### src/rtl/dither_pwm_pkg.sv
package dither_pwm_pkg;

  // Width of the in-sub-period position for a given split
  function automatic int unsigned sub_width(input int unsigned duty_w,
                                            input int unsigned frac_w);
    return duty_w - frac_w;
  endfunction

  // Number of sub-periods in one frame
  function automatic int unsigned slot_count(input int unsigned frac_w);
    return 1 << frac_w;
  endfunction

endpackage

### src/rtl/pwm_frame_counter.sv
module pwm_frame_counter #(
  parameter int unsigned CNT_W = 8
) (
  input  logic             clk,
  input  logic             rst,
  output logic [CNT_W-1:0] frame_pos,
  output logic             frame_last
);

  localparam logic [CNT_W-1:0] POS_MAX = {CNT_W{1'b1}};

  always_ff @(posedge clk) begin
    if (rst) frame_pos <= '0;
    else     frame_pos <= frame_pos + 1'b1;
  end

  assign frame_last = (frame_pos == POS_MAX);

  // wrap from last clock to frame start
  assert_wrap_to_start_R2: assert property (@(posedge clk) disable iff (rst)
    frame_last |=> (frame_pos == '0));

  // one step per clock, regardless of gating
  assert_single_step_R2: assert property (@(posedge clk) disable iff (rst)
    !frame_last |=> (frame_pos == $past(frame_pos) + 1'b1));

endmodule

### src/rtl/pwm_duty_shadow.sv
module pwm_duty_shadow #(
  parameter int unsigned DUTY_W = 8
) (
  input  logic              clk,
  input  logic              rst,
  input  logic              capture,
  input  logic [DUTY_W-1:0] duty_in,
  output logic [DUTY_W-1:0] duty_work
);

  always_ff @(posedge clk) begin
    if (rst || capture) duty_work <= duty_in;
  end

  // working duty only changes at the frame boundary
  assert_hold_midframe_R7: assert property (@(posedge clk) disable iff (rst)
    !capture |=> $stable(duty_work));

endmodule

### src/rtl/pwm_slot_compare.sv
module pwm_slot_compare #(
  parameter int unsigned DUTY_W = 8,
  parameter int unsigned FRAC_W = 2
) (
  input  logic [DUTY_W-1:0]          frame_pos,
  input  logic [DUTY_W-1:0]          duty_work,
  output logic [DUTY_W-FRAC_W-1:0]   sub_pos,
  output logic [DUTY_W-FRAC_W:0]     high_cnt,
  output logic                       level_next
);

  localparam int unsigned SUB_W = dither_pwm_pkg::sub_width(DUTY_W, FRAC_W);

  logic [FRAC_W-1:0] slot_idx;
  logic [FRAC_W-1:0] extra_fld;
  logic [SUB_W-1:0]  base_fld;
  logic              gets_extra;

  always_comb begin
    sub_pos    = frame_pos[SUB_W-1:0];
    slot_idx   = frame_pos[DUTY_W-1:SUB_W];
    base_fld   = duty_work[DUTY_W-1:FRAC_W];
    extra_fld  = duty_work[FRAC_W-1:0];
    gets_extra = (slot_idx < extra_fld);
    high_cnt   = {1'b0, base_fld} + {{SUB_W{1'b0}}, gets_extra};
    level_next = ({1'b0, sub_pos} < high_cnt);
  end

endmodule

### src/rtl/dither_pwm_channel.sv
module dither_pwm_channel #(
  parameter int unsigned DUTY_W = 8,
  parameter int unsigned FRAC_W = 2
) (
  input  logic              clk,
  input  logic              rst,
  input  logic [DUTY_W-1:0] duty_reg,
  input  logic              output_en,
  input  logic              port_data,
  output logic              pwm_pin
);

  localparam int unsigned SUB_W = dither_pwm_pkg::sub_width(DUTY_W, FRAC_W);

  logic [DUTY_W-1:0] frame_pos;
  logic              frame_last;
  logic [DUTY_W-1:0] duty_work;
  logic [SUB_W-1:0]  sub_pos;
  logic [SUB_W:0]    high_cnt;
  logic              level_next;

  pwm_frame_counter #(.CNT_W(DUTY_W)) u_counter (
    .clk        (clk),
    .rst        (rst),
    .frame_pos  (frame_pos),
    .frame_last (frame_last)
  );

  pwm_duty_shadow #(.DUTY_W(DUTY_W)) u_shadow (
    .clk       (clk),
    .rst       (rst),
    .capture   (frame_last),
    .duty_in   (duty_reg),
    .duty_work (duty_work)
  );

  pwm_slot_compare #(.DUTY_W(DUTY_W), .FRAC_W(FRAC_W)) u_compare (
    .frame_pos  (frame_pos),
    .duty_work  (duty_work),
    .sub_pos    (sub_pos),
    .high_cnt   (high_cnt),
    .level_next (level_next)
  );

  always_ff @(posedge clk) begin
    if (rst) pwm_pin <= 1'b0;
    else     pwm_pin <= output_en & port_data & level_next;
  end

  // data bit 0 forces the pin low
  assert_data_forces_low_R5: assert property (@(posedge clk) disable iff (rst)
    !port_data |=> !pwm_pin);

  // pin not configured as output stays low
  assert_dir_forces_low_R6: assert property (@(posedge clk) disable iff (rst)
    !output_en |=> !pwm_pin);

  // each enabled sub-period with a non-zero count starts high
  assert_rise_at_sub_start_R4: assert property (@(posedge clk) disable iff (rst)
    (output_en && port_data && sub_pos == '0 && high_cnt != '0) |=> pwm_pin);

  // once the count reaches the high count the pin is low
  assert_low_past_count_R3: assert property (@(posedge clk) disable iff (rst)
    ({1'b0, sub_pos} >= high_cnt) |=> !pwm_pin);

endmodule

### config.mk
export PLATFORM = sky130hd
export DESIGN_NAME = dither_pwm_channel
export DESIGN_NICKNAME = d
export VERILOG_FILES = /design/src/rtl/dither_pwm_pkg.sv /design/src/rtl/pwm_frame_counter.sv /design/src/rtl/pwm_duty_shadow.sv /design/src/rtl/pwm_slot_compare.sv /design/src/rtl/dither_pwm_channel.sv
export SDC_FILE = /design/constraint.sdc
export NUM_CORES = 1
export LEC_CHECK = 0
export CAP_MARGIN = 30
export CORE_UTILIZATION = 25
export DETAILED_ROUTE_END_ITERATION = 10
export PLACE_DENSITY_LB_ADDON = 0.12
export SYNTH_ARGS = -nofsm -noshare
export SYNTH_HDL_FRONTEND = slang
export SYNTH_SLANG_ARGS = --single-unit
### constraint.sdc
create_clock -name clk -period 2.6 [get_ports clk]
set_clock_uncertainty 0.15 [all_clocks]
set_input_delay 0.78 -clock clk [delete_from_list [all_inputs] [get_ports clk]]
set_output_delay 0.78 -clock clk [all_outputs]
set_load 0.05 [all_outputs]
== After elaboration in Yosys (flattened, before gate mapping) ==
Index checks and enable logic that the tools add are counted.

* Register bits after elaboration: 17
* Input bits: 12
* Output and inout port bits: 1
* Logic and storage cells: 11

* Add/subtract/negate cells: 2
* Magnitude comparators: 2
* Equal/unequal tests: 1
* Bitwise gates (word level): 2
* Reductions and logical operators: 1

{| class="wikitable"
|+ Operators with widths
! operator !! count
|-
| $add A8 B1 Y8 const B || 1
|-
| $eq A8 B8 Y1 const B || 1
|-
| $add A6 B1 Y7 || 1
|-
| $lt A6 B7 Y1 || 1
|-
| $and A1 B1 Y1 || 2
|-
| $lt A2 B2 Y1 || 1
|-
| $logic_or A1 B1 Y1 || 1
|}

== Depth between registers and ports, before layout ==
Gate-level depths: netlist of run 1.

* Word-level depth: 4
* Depth in mapped cells: 11
* Gate-level depth less buffers: 11

== By module ==
A second synthesis of run 1 with hierarchy kept.

* Cells, all modules: 85
* Area, all modules: 892.1 µm²

{| class="wikitable"
|+ Modules (own cells, without submodules)
! module !! instances !! cells an instance !! area an instance (µm²) !! sequential area each (µm²)
|-
| pwm_frame_counter || 1 || 35 || 310.3 || 160.2
|-
| pwm_slot_compare || 1 || 39 || 305.3 || 0.0
|-
| pwm_duty_shadow || 1 || 9 || 246.5 || 240.2
|-
| dither_pwm_channel || 1 || 2 || 30.0 || 20.0
|}

== Least setup slack after synthesis of run 1 ==
No wires, ideal clock.

* Path kind: register to register
* From: register u_shadow.duty_work[1]
* To: register pwm_pin
* Setup time: 58 ps
* Arrival time: 2102 ps
* Data required time: 2392 ps
* Setup slack: 290 ps
* Cell stages (with the launch flop): 12
* Buffers on the path: 0
* Clock period less this slack: 2310 ps
* Cells stage by stage: edfxtp_1 inv_1 ha_1 a21oi_1 ha_1 ha_1 nand3_1 xor2_1 ha_1 a211o_1 a31oi_1 o21a_1

* Word-level cells in the longest chain between the ends: 4

{| class="wikitable"
|+ RTL lines
! element !! line !! RTL
|-
| start, declared || pwm_duty_shadow.sv:8 || <nowiki>output logic [DUTY_W-1:0] duty_work</nowiki>
|-
| start signal, assigned || pwm_duty_shadow.sv:12 || <nowiki>if (rst || capture) duty_work <= duty_in;</nowiki>
|-
| $lt A2 B2 Y1 || pwm_slot_compare.sv:24 || <nowiki>gets_extra = (slot_idx < extra_fld);</nowiki>
|-
| $add A6 B1 Y7 || pwm_slot_compare.sv:25 || <nowiki>high_cnt = {1'b0, base_fld} + {{SUB_W{1'b0}}, gets_extra};</nowiki>
|-
| $lt A6 B7 Y1 || pwm_slot_compare.sv:26 || <nowiki>level_next = ({1'b0, sub_pos} < high_cnt);</nowiki>
|-
| $and A1 B1 Y1 || dither_pwm_channel.sv:47 || <nowiki>else pwm_pin <= output_en & port_data & level_next;</nowiki>
|-
| end signal, assigned || dither_pwm_channel.sv:47 ||
|-
| end, declared || dither_pwm_channel.sv:10 || <nowiki>output logic pwm_pin</nowiki>
|}

No other way between the ends.
A chain may end at the register's enable or synchronous reset.

== Worst setup path in the final report of run 1 ==
Same ends and word-level chain as after synthesis.

==> impl_metrics.tcl, run 1 <==
set metrics [dict create \
    syn_nets 94 \
    clkTransAtPathRegs_ns 0.10 \
    hp-class "flop to flop" \
    hold-worst-slack_ns 0.352 \
    design_area_mm2 0.00103 \
    utilization_pct 33.6 \
    ctsHtreeMaxLevel 1 \
    clkPwrFrac_pct 26.9 \
    total_power_mw 0.522 \
    r2r_cells 11 \
    r2r_end "pwm_pin" \
    vias 570 \
    p_comb_share_pct 14.0 \
    first_pass_iters 4 \
    holdPathEnd "u_counter.frame_pos[0]" \
    status "finished, final reports clean" \
    cap_violations 0 \
    cts_sinks 17 \
    place.gp.congestion 0.647 \
    cts_buffers 3 \
    start_kind "flop" \
    clk_latency_ns 0.29 \
    pin_count 13 \
    power_density_mw_per_mm2 505 \
    fin_tns_setup_ns 0 \
    cts_tree "yes" \
    slew_violations 0 \
    period_minus_slack_ns 2.41 \
    syn_area_um2 815 \
    finalNonFillerCells 133 \
    core-area_mm2 0.00308 \
    synth.distinct_cells 23 \
    hold_depth 1 \
    wl_um 1450 \
    power.internal_mw 0.397 \
    hold_violations 0 \
    r2r_setup_slack_ns 0.19 \
    max_freq_ghz 0.415 \
    mostFrequentLayoutCells "clkdlybuf4s50_1 (12), dfxtp_1 (8), edfxtp_1 (8), nor2_1 (7), ha_1 (7)" \
    cpMaxStageDelayCell "edfxtp_1" \
    numPortBuffers 12 \
    post-route-period-util_pct 92.7 \
    post-place-ws_ns 0.148 \
    grt_pass1_vias 559 \
    seq_area_frac_synth_pct 51.6 \
    antenna_found_initial 0 \
    clock_path_buffers 2 \
    dieArea_mm2 0.00349 \
    layout_commonest_cell "clkdlybuf4s50_1" \
    grt_pass1_wl_um 2460 \
    worstMarginPinSlew_ns 0.486 \
    syn_avg_cell_area_um2 11.2 \
    endpoint_kind "flop" \
    dp_cells 129 \
    setup_ws_ns 0.190 \
    ys_ff_latch 17 \
    cp_slowest_stage_delay_ns 0.36 \
    num_antenna_cells 0 \
    die_h_um 59.1 \
    drive_above_1_share_pct 11.2 \
    final-setup-viol-count 0 \
    floorplan.initialDensity_pct 26.5 \
    ir_worst_vdd_mv 0.236 \
    cp.arrival_ns 2.51 \
    cp_cell_sequence "inv_1 -> ha_1 -> a21oi_2 -> ha_2 -> ha_2 -> nand3_2 -> xor2_1 -> ha_1 -> a211o_1 -> a31oi_1 -> o21a_1" \
    grt.total_usage_pct 9.92 \
    first_iter_violations 21 \
    critPathKind "flop to flop" \
    rsz0062_at_grt "no" \
    rows 20 \
    drcViolationCount 0 \
    seqPwrFrac_pct 59.1 \
    die_x_um 59.1 \
    area_delta_synth_final_pct 27.0 \
    fin_nets 111 \
    grt-ovfl-total 0 \
    cp_max_fo 3 \
    slew_headroom_pct 67.5 \
    yosys_warnings 0 \
    syn_inst 73 \
    leakage_nw 0.404 \
    p_sw_share_pct 24.0 \
    post_cts_buffers 0 \
    viasPerCell 4.29 \
    post_dp_cell_area_um2 993 \
    hp-start "u_counter.frame_pos[0]" \
    post-dp-hpwl_um 1090 \
    ant_nets 0 \
    grt_max_degree 10 \
    netSwitchingPower_mw 0.125 \
    wl_per_cell_um 10.9 \
    cts-root-buf "clkbuf_4" \
    crit_required_ns 2.70 \
    r2r_start "u_shadow.duty_work[1]" \
]
## kinds of logic (layout without fill, tap and decap cells)
family / Yosys count / after routing / share of synthesized area (%)
and+or+nand+nor: 25 / 25 / 15.5
adders and majority gates: 9 / 9 / 13.8
AOI/OAI and AO/OA: 10 / 10 / 7.99
xor gates and xnor gates: 9 / 9 / 9.68
buffers and inverters: 3 / 19 / 1.38
DFF: 17 / 17 / 51.6
## Yosys cell counts, drive strengths merged
library cell | number | area, um^2
dfxtp | 9 | 180
ha | 9 | 113
edfxtp | 8 | 240
nor2 | 7 | 26.3
nand3 | 6 | 30.0
xor2 | 6 | 52.6
nand2 | 4 | 15.0
a21oi | 3 | 15.0
xnor2 | 3 | 26.3
and3 | 2 | 12.5
and4 | 2 | 17.5
inv | 2 | 7.51
nor2b | 2 | 12.5
o21ai | 2 | 10.0
a211o | 1 | 8.76
a31oi | 1 | 6.26
a41o | 1 | 11.3
clkbuf | 1 | 3.75
nand2b | 1 | 6.26
o21a | 1 | 7.51
o22ai | 1 | 6.26
or3 | 1 | 6.26
## metal layers
metal  GRT usage [%]  part of all wire, %  wire [um]
met1            11.9                   47        674
met2            14.4                   45        650
met3            3.93                  5.0         73
met4            6.80                  3.3         47
met5               0                    0          0
## flip-flops by register name (all words and copies together), names as in the netlist
register / count
pwm_pin: 1
u_counter.frame_pos: 8
u_shadow.duty_work: 8
## worst max-delay path by stage
stage                      startpoint      end  slack, ns  cells past startpoint
5_1_grt        u_counter.frame_pos[7]  pwm_pin      0.005                     10
3_5_place_dp   u_counter.frame_pos[7]  pwm_pin       0.15                     10
6_report        u_shadow.duty_work[1]  pwm_pin       0.19                     11
3_3_place_gp    u_shadow.duty_work[1]  pwm_pin       0.16                     11
4_1_cts        u_counter.frame_pos[7]  pwm_pin       0.12                     10
2_1_floorplan   u_shadow.duty_work[1]  pwm_pin       0.29                     11
## final cells by class
class                      instances  area [um^2]
clock buffer                       4         26.3
fill                             338         2040
inverter                           2         7.51
multi-input combinational         53          397
sequential                        17          422
tap                               44         55.1
timing repair buffer              13          128
## what timing repair did
action / in CTS / in global routing
setup endpoints to repair: 0 / 1
hold buffers: 0 / 0
resized for setup: 0 / 5
## power groups by stage
stage	Clock (mW)	Combinational, mW	Sequential [mW]
after floorplan	0	0.0414	0.314
after global placement	0	0.0713	0.315
after detailed placement	0	0.0718	0.315
after CTS	0.150	0.0726	0.309
after global routing	0.160	0.0838	0.310
final	0.141	0.0732	0.308
## worst max-delay path: cells and delay by family, from the launching register on
kind | cells | cell delay [ns]
adders and majority gates | 4 | 0.92
AOI/OAI and AO/OA | 4 | 0.65
DFF | 1 | 0.36
xor gates and xnor gates | 1 | 0.15
and+or+nand+nor | 1 | 0.09
buffers and inverters | 1 | 0.06
Power figures use the tool's default switching activity.
==> run 2: changes to the inputs <==
--- a/config.mk
+++ b/config.mk
@@ -7,6 +7,7 @@
 export LEC_CHECK = 0
 export CAP_MARGIN = 30
 export CORE_UTILIZATION = 25
+export CTS_CLUSTER_SIZE = 20
 export DETAILED_ROUTE_END_ITERATION = 10
 export PLACE_DENSITY_LB_ADDON = 0.12
 export SYNTH_ARGS = -nofsm -noshare
==> results of run 2 <==
Final layout, timing and power as in run 1 (identical DEF).
==> run 3: changes to the inputs <==
==> constraint.sdc (replaced) <==
create_clock -name clk -period 2.2 [get_ports clk]
set_clock_uncertainty 0.15 [all_clocks]
set_input_delay 0.66 -clock clk [delete_from_list [all_inputs] [get_ports clk]]
set_output_delay 0.66 -clock clk [all_outputs]
set_load 0.05 [all_outputs]
==> run 3 against run 2 <==
Effect of this change:
- the flow now finishes with violations (setup timing)
- register-to-register slack got worse by 0.34 ns
- final cell count grew 3.0%
- clock power grew 17%
- routed wire length fell by 1.4%
- critical path depth is the same
- setup slack worse by 0.34 ns
- critical endpoint unchanged
- largest power group unchanged
- highest routed layer unchanged
==> impl_metrics.tcl, run 3 (synthesis results as in run 1) <==
set metrics [dict create \
    grt_pass1_vias 530 \
    cts_buffers 3 \
    violations "setup timing" \
    dieArea_mm2 0.00349 \
    cts_sinks 17 \
    r2r_setup_slack_ns -0.15 \
    antenna_found_initial 0 \
    finalNonFillerCells 137 \
    total_power_mw 0.625 \
    cp_max_fo 3 \
    wl_per_cell_um 10.4 \
    ir_worst_vdd_mv 0.379 \
    leakage_nw 0.428 \
    crit_required_ns 2.29 \
    pin_count 13 \
    r2r_start "u_shadow.duty_work[1]" \
    hold_depth 1 \
    first_pass_iters 3 \
    cts-root-buf "clkbuf_4" \
    wl_met1_um 762 \
    fill_cells 312 \
    path_buf_inv 1 \
    fin_nets 115 \
    setup_ws_ns -0.147 \
    core-area_mm2 0.00308 \
    r2r_end "pwm_pin" \
    clock_path_buffers 2 \
    slew_violations 0 \
    reg_top3 "u_counter.frame_pos x8, u_shadow.duty_work x8, pwm_pin x1" \
    floorplan.initialDensity_pct 26.5 \
    cpMaxStageDelayCell "edfxtp_1" \
    slew_headroom_pct 84.7 \
    multi_input_area_um2 414 \
    post-route-period-util_pct 107 \
    cp_slowest_stage_delay_ns 0.37 \
    die_x_um 59.1 \
    wl_um 1430 \
    critPathKind "flop to flop" \
    vias 555 \
    cap_violations 0 \
    drcViolationCount 0 \
    drive_above_1_share_pct 15.1 \
    worstMarginPinSlew_ns 0.229 \
    status "finished with violations" \
    hp-start "u_counter.frame_pos[0]" \
    max_freq_ghz 0.426 \
    grt-ovfl-total 0 \
    hold_violations 0 \
    grt.total_usage_pct 10.1 \
    die_h_um 59.1 \
    dp_cells 133 \
    num_antenna_cells 0 \
    rows 20 \
    critPathTopFamily "adder cells" \
    clk_latency_ns 0.28 \
    hold-worst-slack_ns 0.352 \
    period_minus_slack_ns 2.35 \
    cpMostUsedCell "ha_1" \
    cp_cell_sequence "inv_1 -> ha_1 -> a21oi_2 -> ha_2 -> ha_4 -> nand3_4 -> xor2_1 -> ha_1 -> a211o_1 -> a31oi_1 -> o21a_1" \
    fin_tns_setup_ns -0.147 \
    layout_commonest_cell "clkdlybuf4s50_1" \
    top_layer "met4" \
    post-place-ws_ns -0.163 \
    grt_pass1_wl_um 2470 \
    wl_met3_um 50 \
    place.gp.congestion 0.736 \
    area_delta_synth_final_pct 32.4 \
    first_iter_violations 12 \
    power_density_mw_per_mm2 579 \
    endpoint_kind "flop" \
    holdPathEnd "u_counter.frame_pos[0]" \
    seq_area_um2 420 \
    viasPerCell 4.05 \
    final-setup-viol-count 1 \
    ant_nets 0 \
    mostFrequentLayoutCells "clkdlybuf4s50_1 (11), dfxtp_1 (9), edfxtp_1 (8), nor2_1 (7), ha_1 (7)" \
    ctsHtreeMaxLevel 1 \
    cts_tree "yes" \
    post-dp-hpwl_um 1120 \
    cp.arrival_ns 2.43 \
    numPortBuffers 12 \
    met2_length_um 596 \
    rsz0062_at_grt "yes" \
    clkTransAtPathRegs_ns 0.10 \
    r2r_cells 11 \
    start_kind "flop" \
    grt_max_degree 10 \
    hp-class "flop to flop" \
]
==> run 3: per-layer routing <==
layer	up-vias	GRT usage, %
met5	-	0
met3	2	4.59
li1	303	-
met4	0	3.06
met1	241	14.0
met2	9	14.0
==> run 3: cell type report <==
| cell class | instances | area share, % |
|---|---|---|
| multi-input cells | 53 | 38.4 |
| inverters | 2 | 0.696 |
| repair buffers | 17 | 14.4 |
| well taps | 44 | 5.10 |
| flip-flops and latches | 17 | 39.0 |
| clock buffers | 4 | 2.44 |
==> run 3: worst register-to-register path, stage by stage, from the launching register on <==
cell,delay [ns]
edfxtp_1,0.37
inv_1,0.06
ha_1,0.22
a21oi_2,0.12
ha_2,0.21
ha_4,0.15
nand3_4,0.07
xor2_1,0.15
ha_1,0.29
a211o_1,0.25
a31oi_1,0.14
o21a_1,0.12
==> run 3: repair_timing <==
item,4_1_cts,5_1_grt
buffers inserted,0,0
setup endpoints to repair,1,1
resized for setup,0,1
endpoints found under the hold margin,0,0
hold buffers,0,0
pin swaps,1,0
==> run 3: where the power goes <==
part           internal (mW)  total, mW  leakage (nW)  switching, mW
Combinational         0.0538     0.0936         0.261         0.0398
Sequential             0.350      0.366         0.152         0.0162
Clock                 0.0704      0.165        0.0150         0.0951
Total                  0.474      0.625         0.428          0.151
==> run 3: how the worst max path moves through the flow <==
stage / start / endpoint / slack, ns / cells past startpoint
CTS: u_shadow.duty_work[1] / pwm_pin / -0.18 / 11
finish: u_shadow.duty_work[1] / pwm_pin / -0.15 / 11
floorplan: u_shadow.duty_work[1] / pwm_pin / -0.07 / 11
global route: u_shadow.duty_work[1] / pwm_pin / -0.25 / 11
detailed placement: u_shadow.duty_work[1] / pwm_pin / -0.16 / 11
global placement: u_shadow.duty_work[1] / pwm_pin / -0.13 / 11
==> run 3: metrics by stage <==
stage / area (um^2) / util (%)
3_3_place_gp: 1040 / 33.9
4_1_cts: 1070 / 34.8
2_1_floorplan: 838 / -
5_1_grt: 1080 / 35.0
3_5_place_dp: 1040 / 33.9
6_report: 1080 / 35.0
